### config.mk
export PLATFORM = sky130hd
export DESIGN_NAME = dual_irq_ctrl
export DESIGN_NICKNAME = d
export VERILOG_FILES = /design/src/rtl/dpic_pkg.sv /design/src/rtl/dpic_unit.sv /design/src/rtl/dpic_prio.sv /design/src/rtl/dual_irq_ctrl.sv
export SDC_FILE = /design/constraint.sdc
export NUM_CORES = 1
export LEC_CHECK = 0
export BUFFER_PORTS_ARGS = -buffer_cell sky130_fd_sc_hd__buf_2
export CAP_MARGIN = 5
export CORE_ASPECT_RATIO = 1.2
export CORE_MARGIN = 2
export CORE_UTILIZATION = 45
export CTS_CLUSTER_SIZE = 28
export DETAILED_ROUTE_END_ITERATION = 8
export MAX_ROUTING_LAYER = met4
export PLACE_DENSITY_LB_ADDON = 0.2
export SETUP_SLACK_MARGIN = 0.5
export SKIP_LAST_GASP = 1
export SLEW_MARGIN = 20
export SYNTH_ARGS = -nofsm -noshare
export SYNTH_HDL_FRONTEND = slang
export SYNTH_HIERARCHICAL = 1
export SYNTH_SLANG_ARGS = --single-unit
### constraint.sdc
create_clock -name clk -period 4.9 [get_ports clk]
set_input_delay 0.245 -clock clk [delete_from_list [all_inputs] [get_ports clk]]
set_output_delay 0.245 -clock clk [all_outputs]
set_load 0.005 [all_outputs]
### src/rtl/dpic_pkg.sv
package dpic_pkg;

   localparam int unsigned LINES_PER_UNIT = 8;
   localparam int unsigned LINE_W         = $clog2(LINES_PER_UNIT);

   // command byte decode positions
   localparam int unsigned CMD_SETUP_BIT = 4;
   localparam int unsigned CMD_QUERY_BIT = 3;
   localparam int unsigned CMD_EOS_BIT   = 5;
   localparam int unsigned CMD_ONE_BIT   = 6;
   localparam logic [7:0]  CMD_ISR_ARM   = 8'h0B;

   // latched configuration bits
   localparam int unsigned CFG_NEED4_BIT  = 0;
   localparam int unsigned CFG_SINGLE_BIT = 1;
   localparam int unsigned W4_AUTO_BIT    = 1;

   typedef logic [7:0] byte_t;

   typedef enum logic [1:0] {
      PH_RUN  = 2'd0,
      PH_BASE = 2'd1,
      PH_CASC = 2'd2,
      PH_W4   = 2'd3
   } setup_phase_e;

endpackage

### src/rtl/dpic_unit.sv
module dpic_unit
   import dpic_pkg::*;
(
   input  logic              clk_i,
   input  logic              rst_ni,
   input  logic              cmd_wr_i,
   input  logic              dat_wr_i,
   input  logic              cmd_rd_i,
   input  byte_t             wdata_i,
   input  logic [LINES_PER_UNIT-1:0] req_i,
   input  logic              take_i,
   input  logic [LINE_W-1:0] take_line_i,
   input  logic              drop_i,
   input  logic [LINE_W-1:0] drop_line_i,
   output logic [LINES_PER_UNIT-1:0] elig_o,
   output byte_t             base_o,
   output byte_t             casc_o,
   output logic              auto_o,
   output byte_t             cmd_rdata_o,
   output byte_t             dat_rdata_o
);

   setup_phase_e phase_q;
   logic [1:0]   cfg_q;
   byte_t        mask_q, isr_q, base_q, casc_q;
   logic         auto_q, armed_q;

   logic         is_setup_cmd, is_query_cmd, is_eos_cmd;
   byte_t        eos_clr, set_bits, drop_bits;

   assign is_setup_cmd = cmd_wr_i && wdata_i[CMD_SETUP_BIT];
   assign is_query_cmd = cmd_wr_i && !wdata_i[CMD_SETUP_BIT] && wdata_i[CMD_QUERY_BIT];
   assign is_eos_cmd   = cmd_wr_i && !wdata_i[CMD_SETUP_BIT] && !wdata_i[CMD_QUERY_BIT]
                         && wdata_i[CMD_EOS_BIT];

   always_comb begin
      eos_clr = '0;
      if (is_eos_cmd) begin
         if (wdata_i[CMD_ONE_BIT]) eos_clr[wdata_i[LINE_W-1:0]] = 1'b1;
         else                      eos_clr = '1;
      end
      set_bits = '0;
      if (take_i) set_bits[take_line_i] = 1'b1;
      drop_bits = '0;
      if (drop_i) drop_bits[drop_line_i] = 1'b1;
   end

   // setup sequencer, mask and cascade word
   always_ff @(posedge clk_i or negedge rst_ni) begin
      if (!rst_ni) begin
         phase_q <= PH_RUN;
         cfg_q   <= '0;
         mask_q  <= '0;
         base_q  <= '0;
         casc_q  <= '0;
         auto_q  <= 1'b0;
      end else if (is_setup_cmd) begin
         phase_q <= PH_BASE;
         cfg_q   <= wdata_i[1:0];
      end else if (dat_wr_i) begin
         unique case (phase_q)
            PH_RUN: mask_q <= wdata_i;
            PH_BASE: begin
               base_q <= {wdata_i[7:LINE_W], {LINE_W{1'b0}}};
               if (cfg_q[CFG_SINGLE_BIT] && !cfg_q[CFG_NEED4_BIT]) phase_q <= PH_RUN;
               else if (!cfg_q[CFG_SINGLE_BIT])                  phase_q <= PH_CASC;
               else                                               phase_q <= PH_W4;
            end
            PH_CASC: begin
               casc_q  <= wdata_i;
               phase_q <= cfg_q[CFG_NEED4_BIT] ? PH_W4 : PH_RUN;
            end
            PH_W4: begin
               auto_q  <= wdata_i[W4_AUTO_BIT];
               phase_q <= PH_RUN;
            end
            default: phase_q <= PH_RUN;
         endcase
      end
   end

   // in-service set and one-shot readback flag
   always_ff @(posedge clk_i or negedge rst_ni) begin
      if (!rst_ni) begin
         isr_q   <= '0;
         armed_q <= 1'b0;
      end else begin
         isr_q <= (isr_q & ~eos_clr & ~drop_bits) | set_bits;
         if (is_query_cmd && wdata_i == CMD_ISR_ARM) armed_q <= 1'b1;
         else if (cmd_rd_i)                          armed_q <= 1'b0;
      end
   end

   assign elig_o      = req_i & ~mask_q & ~isr_q & ~casc_q;
   assign base_o      = base_q;
   assign casc_o      = casc_q;
   assign auto_o      = auto_q;
   assign cmd_rdata_o = armed_q ? isr_q : '0;
   assign dat_rdata_o = mask_q;

   assert_take_marks_isr_R9 : assert property (@(posedge clk_i) disable iff (!rst_ni)
      take_i |=> isr_q[$past(take_line_i)]);

   assert_auto_clear_R11 : assert property (@(posedge clk_i) disable iff (!rst_ni)
      drop_i |=> !isr_q[$past(drop_line_i)]);

   assert_readback_once_R7 : assert property (@(posedge clk_i) disable iff (!rst_ni)
      (cmd_rd_i && !cmd_wr_i) |=> (cmd_rdata_o == 8'h00));

   assert_masked_never_taken_R6 : assert property (@(posedge clk_i) disable iff (!rst_ni)
      take_i |-> !mask_q[take_line_i]);

endmodule

### src/rtl/dpic_prio.sv
module dpic_prio #(
   parameter int unsigned N = 16,
   localparam int unsigned IDX_W = $clog2(N)
) (
   input  logic             clk_i,
   input  logic             rst_ni,
   input  logic [N-1:0]     req_i,
   output logic             any_o,
   output logic [IDX_W-1:0] idx_o,
   output logic [N-1:0]     grant_o
);

   if (N < 2) begin : g_bad_n
      $error("dpic_prio: N must be at least 2");
   end

   always_comb begin
      idx_o   = '0;
      grant_o = '0;
      for (int k = N - 1; k >= 0; k--) begin
         if (req_i[k]) begin
            idx_o   = IDX_W'(k);
            grant_o = N'(1) << k;
         end
      end
   end

   assign any_o = |req_i;

   assert_single_grant_R12 : assert property (@(posedge clk_i) disable iff (!rst_ni)
      $onehot0(grant_o));

   assert_lowest_wins_R12 : assert property (@(posedge clk_i) disable iff (!rst_ni)
      any_o |-> ((req_i & (grant_o - N'(1))) == '0));

endmodule

### src/rtl/dual_irq_ctrl.sv
module dual_irq_ctrl
   import dpic_pkg::*;
#(
   parameter int unsigned ADDR_W        = 8,
   parameter logic [ADDR_W-1:0] PRI_PORT = 8'h20,
   parameter logic [ADDR_W-1:0] SEC_PORT = 8'hA0,
   parameter int unsigned CASC_LINE     = 2,
   localparam int unsigned UNITS        = 2,
   localparam int unsigned ALL_LINES    = UNITS * LINES_PER_UNIT,
   localparam int unsigned IDX_W        = $clog2(ALL_LINES)
) (
   input  logic              clk,
   input  logic              rst_n,
   input  logic [ADDR_W-1:0] bus_addr,
   input  logic              bus_wr,
   input  logic              bus_rd,
   input  logic [7:0]        bus_wdata,
   output logic [7:0]        bus_rdata,
   input  logic [15:0]       irq_lines,
   output logic              vec_valid,
   output logic [7:0]        vec_num
);

   if (CASC_LINE >= LINES_PER_UNIT) begin : g_bad_casc
      $error("dual_irq_ctrl: CASC_LINE out of range");
   end
   if (PRI_PORT[0] || SEC_PORT[0]) begin : g_bad_port
      $error("dual_irq_ctrl: command ports must be even");
   end
   if (PRI_PORT == SEC_PORT) begin : g_same_port
      $error("dual_irq_ctrl: port bases must differ");
   end

   logic [LINES_PER_UNIT-1:0] elig   [UNITS];
   byte_t                     base   [UNITS];
   byte_t                     casc   [UNITS];
   logic                      auto_e [UNITS];
   byte_t                     cmd_rd [UNITS];
   byte_t                     dat_rd [UNITS];
   logic [UNITS-1:0]          hit_cmd, hit_dat;

   logic                 sec_gate;
   logic [ALL_LINES-1:0] elig_all, grant_all;
   logic                 arb_any;
   logic [IDX_W-1:0]     arb_idx;
   logic                 vec_valid_q;
   byte_t                vec_q;
   logic [IDX_W-1:0]     last_idx_q;

   for (genvar u = 0; u < UNITS; u++) begin : g_unit
      localparam logic [ADDR_W-1:0] CMD_A = (u == 0) ? PRI_PORT : SEC_PORT;
      localparam logic [ADDR_W-1:0] DAT_A = CMD_A | ADDR_W'(1);
      logic take_u, drop_u;

      assign hit_cmd[u] = (bus_addr == CMD_A);
      assign hit_dat[u] = (bus_addr == DAT_A);
      assign take_u = arb_any && (arb_idx[IDX_W-1] == 1'(u));
      assign drop_u = vec_valid_q && (last_idx_q[IDX_W-1] == 1'(u)) && auto_e[u];

      dpic_unit u_ctl (
         .clk_i       (clk),
         .rst_ni      (rst_n),
         .cmd_wr_i    (bus_wr && hit_cmd[u]),
         .dat_wr_i    (bus_wr && hit_dat[u]),
         .cmd_rd_i    (bus_rd && hit_cmd[u]),
         .wdata_i     (bus_wdata),
         .req_i       (irq_lines[u*LINES_PER_UNIT +: LINES_PER_UNIT]),
         .take_i      (take_u),
         .take_line_i (arb_idx[LINE_W-1:0]),
         .drop_i      (drop_u),
         .drop_line_i (last_idx_q[LINE_W-1:0]),
         .elig_o      (elig[u]),
         .base_o      (base[u]),
         .casc_o      (casc[u]),
         .auto_o      (auto_e[u]),
         .cmd_rdata_o (cmd_rd[u]),
         .dat_rdata_o (dat_rd[u])
      );
   end

   assign sec_gate = casc[0][CASC_LINE] && (casc[1] == 8'(CASC_LINE));
   assign elig_all = {elig[1] & {LINES_PER_UNIT{sec_gate}}, elig[0]};

   dpic_prio #(.N(ALL_LINES)) u_prio (
      .clk_i   (clk),
      .rst_ni  (rst_n),
      .req_i   (elig_all),
      .any_o   (arb_any),
      .idx_o   (arb_idx),
      .grant_o (grant_all)
   );

   always_ff @(posedge clk or negedge rst_n) begin
      if (!rst_n) begin
         vec_valid_q <= 1'b0;
         vec_q       <= '0;
         last_idx_q  <= '0;
      end else begin
         vec_valid_q <= arb_any;
         if (arb_any) begin
            vec_q      <= base[arb_idx[IDX_W-1]] | {5'b0, arb_idx[LINE_W-1:0]};
            last_idx_q <= arb_idx;
         end
      end
   end

   always_comb begin
      bus_rdata = '0;
      for (int u = 0; u < UNITS; u++) begin
         if (hit_cmd[u]) bus_rdata = cmd_rd[u];
         if (hit_dat[u]) bus_rdata = dat_rd[u];
      end
   end

   assign vec_valid = vec_valid_q;
   assign vec_num   = vec_q;

   assert_no_back_to_back_line_R9 : assert property (@(posedge clk) disable iff (!rst_n)
      (vec_valid_q && $past(vec_valid_q)) |-> (last_idx_q != $past(last_idx_q)));

   assert_sec_needs_gate_R10 : assert property (@(posedge clk) disable iff (!rst_n)
      (vec_valid_q && last_idx_q[IDX_W-1]) |-> (casc[0][CASC_LINE] && casc[1] == 8'(CASC_LINE)));

   assert_grant_matches_index_R12 : assert property (@(posedge clk) disable iff (!rst_n)
      arb_any |-> grant_all[arb_idx]);

endmodule

==> metrics.csv <==
metric;value;unit
power_leakage;2.29;nW
cp-end-kind;flip-flop;
ys_warn_count;6;
place.gp.congestion;0.895;
r2r_end;g_unit[0].u_ctl/isr_q[6];
place_inst;618;
clkTransAtPathRegs;70;ps
antennaDiodeCount;0;
final_area;5430;um2
die_x;98.2;um
portBuffers;52;
placementRows;41;
grt_pass1_vias;3741;
rrSetupSlack;1660;ps
num-nets-final;537;
fp.coreArea;10500;um2
fin_cells;633;
clkLatencyLatePin;340;ps
grt_pass1_wl;20.3;mm
avgSynthCellArea;10.5;um2
r2r_cells;10;
gr-total-overflow;0;
cts_tree;done;
vdd.ir_drop.worst;0.000173;V
crit_path_max_fanout;23;
antenna_found_initial;0;
initial_utilization;45.8;%
slew_viol_final;0;
crit_type;flip-flop to flip-flop;
r2r-start;g_unit[1].u_ctl/casc_o[6];
first_iter_violations;314;
slowest_delay;740;ps
drtPass1Iterations;5;
syn_area;4800;um2
period_needed;3240;ps
clockBufferDepth;2;
maxClockFrequency;308;MHz
wl;12.8;mm
hold_viol_final;0;
worst-path-stages;10;
track_usage;24.1;%
crit_arrival;3510;ps
hp-class;primary input to async pin;
worstPathRequired;5170;ps
pin_count;53;
postCtsSetupBuffers;0;
start_kind;flip-flop;
htreeDepth;3;
clock-root-buffer;clkbuf_16;
crit_slowest_cell;or4b_1;
tightest_slew;1040;ps
cts_resized;0;
cts_sinks;83;
tns;0;ps
finalSetupViolCount;0;
layout-drive-gt1-share;30.8;%
rsz0062_at_grt;false;
power.density;292;nW/um2
path_cells;or4b_1 -> nor4_2 -> nor4_4 -> and2_4 -> nand2_1 -> buf_4 -> nor2b_1 -> nor2b_1 -> nand3_1 -> o21ai_0;
clock-skew-final;7.43;ps
drc;0;
routed_via_density;5.92;
slew_headroom;29.9;%
cap_viol_max_count;0;
syn_inst;456;
die_y;117;um
die-area;11500;um2
crit_path_frequent_cell;nor2b_1;
post-route-period-util;66.2;%
vias;3748;
wl_per_cell;20.2;um
status;completed;
cts_buffers;9;
area_delta_synth_final;13.1;%
cpLargestDelayFamily;simple AND/OR/NAND/NOR gates;
holdBufCountCts;1;
power;1.58;mW
drtAntennaViolNets;0;
crit_buf_inv;1;
grt_start_max_net_pins;79;
n_fill_cell;972;
hpwl;8.99;mm
placed_area;5120;um2
## state kept, by name (all words and copies together) (netlist names)
signal and flops:
last_idx_q 4, g_unit.u_ctl/armed_q 2, vec_num 8, g_unit.u_ctl/isr_q 16, vec_valid 1, g_unit.u_ctl/dat_rdata_o 16
g_unit.u_ctl/casc_o 16, g_unit.u_ctl/phase_q 4, g_unit.u_ctl/cfg_q 4, g_unit.u_ctl/auto_o 2, g_unit.u_ctl/base_o 10
## final cells by class
class / instances / area [um2] / area share [%]
multi-input combinational: 328 / 2520 / 46.4
sequential: 83 / 2080 / 38.3
timing repair buffer: 56 / 299 / 5.51
clock buffer: 9 / 225 / 4.15
tap: 129 / 161 / 2.98
inverter: 23 / 86.3 / 1.59
clock inverter: 5 / 56.3 / 1.04
## worst reg2reg max path, cell delays in order (launching register included)
cell	delay, ps
dfrtp_1	400
or4b_1	740
nor4_2	560
nor4_4	110
and2_4	160
nand2_1	50
buf_4	250
nor2b_1	360
nor2b_1	310
nand3_1	110
o21ai_0	120
## metrics by stage
stage	setup WS, ps	hold slack (ps)	utilization (%)
floorplan	1990	-50.6	-
global placement	1760	55.0	48.9
detailed placement	1700	53.6	48.9
CTS	1670	235	51.7
global route	1340	241	51.8
finish	1660	245	51.8
## worst max-delay path by stage
stage | from | to | slack (ps)
floorplan | g_unit[1].u_ctl/casc_o[6] | g_unit[0].u_ctl/isr_q[6] | 1990
global placement | g_unit[1].u_ctl/casc_o[6] | g_unit[0].u_ctl/isr_q[6] | 1760
detailed placement | g_unit[1].u_ctl/casc_o[6] | g_unit[0].u_ctl/isr_q[6] | 1700
CTS | g_unit[1].u_ctl/casc_o[6] | g_unit[0].u_ctl/isr_q[6] | 1670
global route | g_unit[1].u_ctl/casc_o[6] | g_unit[0].u_ctl/isr_q[6] | 1340
finish | g_unit[1].u_ctl/casc_o[6] | g_unit[0].u_ctl/isr_q[6] | 1660
## report_power, final
group          leakage [nW]  total (mW)  internal (mW)  switching [mW]
Clock                 0.137       0.669          0.388           0.280
Combinational          1.12       0.170         0.0797          0.0907
Sequential             1.04       0.745          0.720          0.0249
## cell usage in the layout, fill, tap and decap left out, drive strengths merged, types with 13 or more instances in the layout
cell and n:
a21oi 26, and2 18, buf 55, dfrtp 83, inv 23, mux2 52
nand2 23, nand3 13, nor2 21, nor4 19, nor4b 18, o21ai 30
## layer usage
layer  track usage, %  vias to the layer above  share of wire, %
met4             12.2                        0               3.8
met3             3.21                       22               5.6
met1             30.1                     1860                43
met2             38.9                      124                47
met5                -                        -                 0
li1                 -                     1742                 -
(Power assumes the default switching activity.)
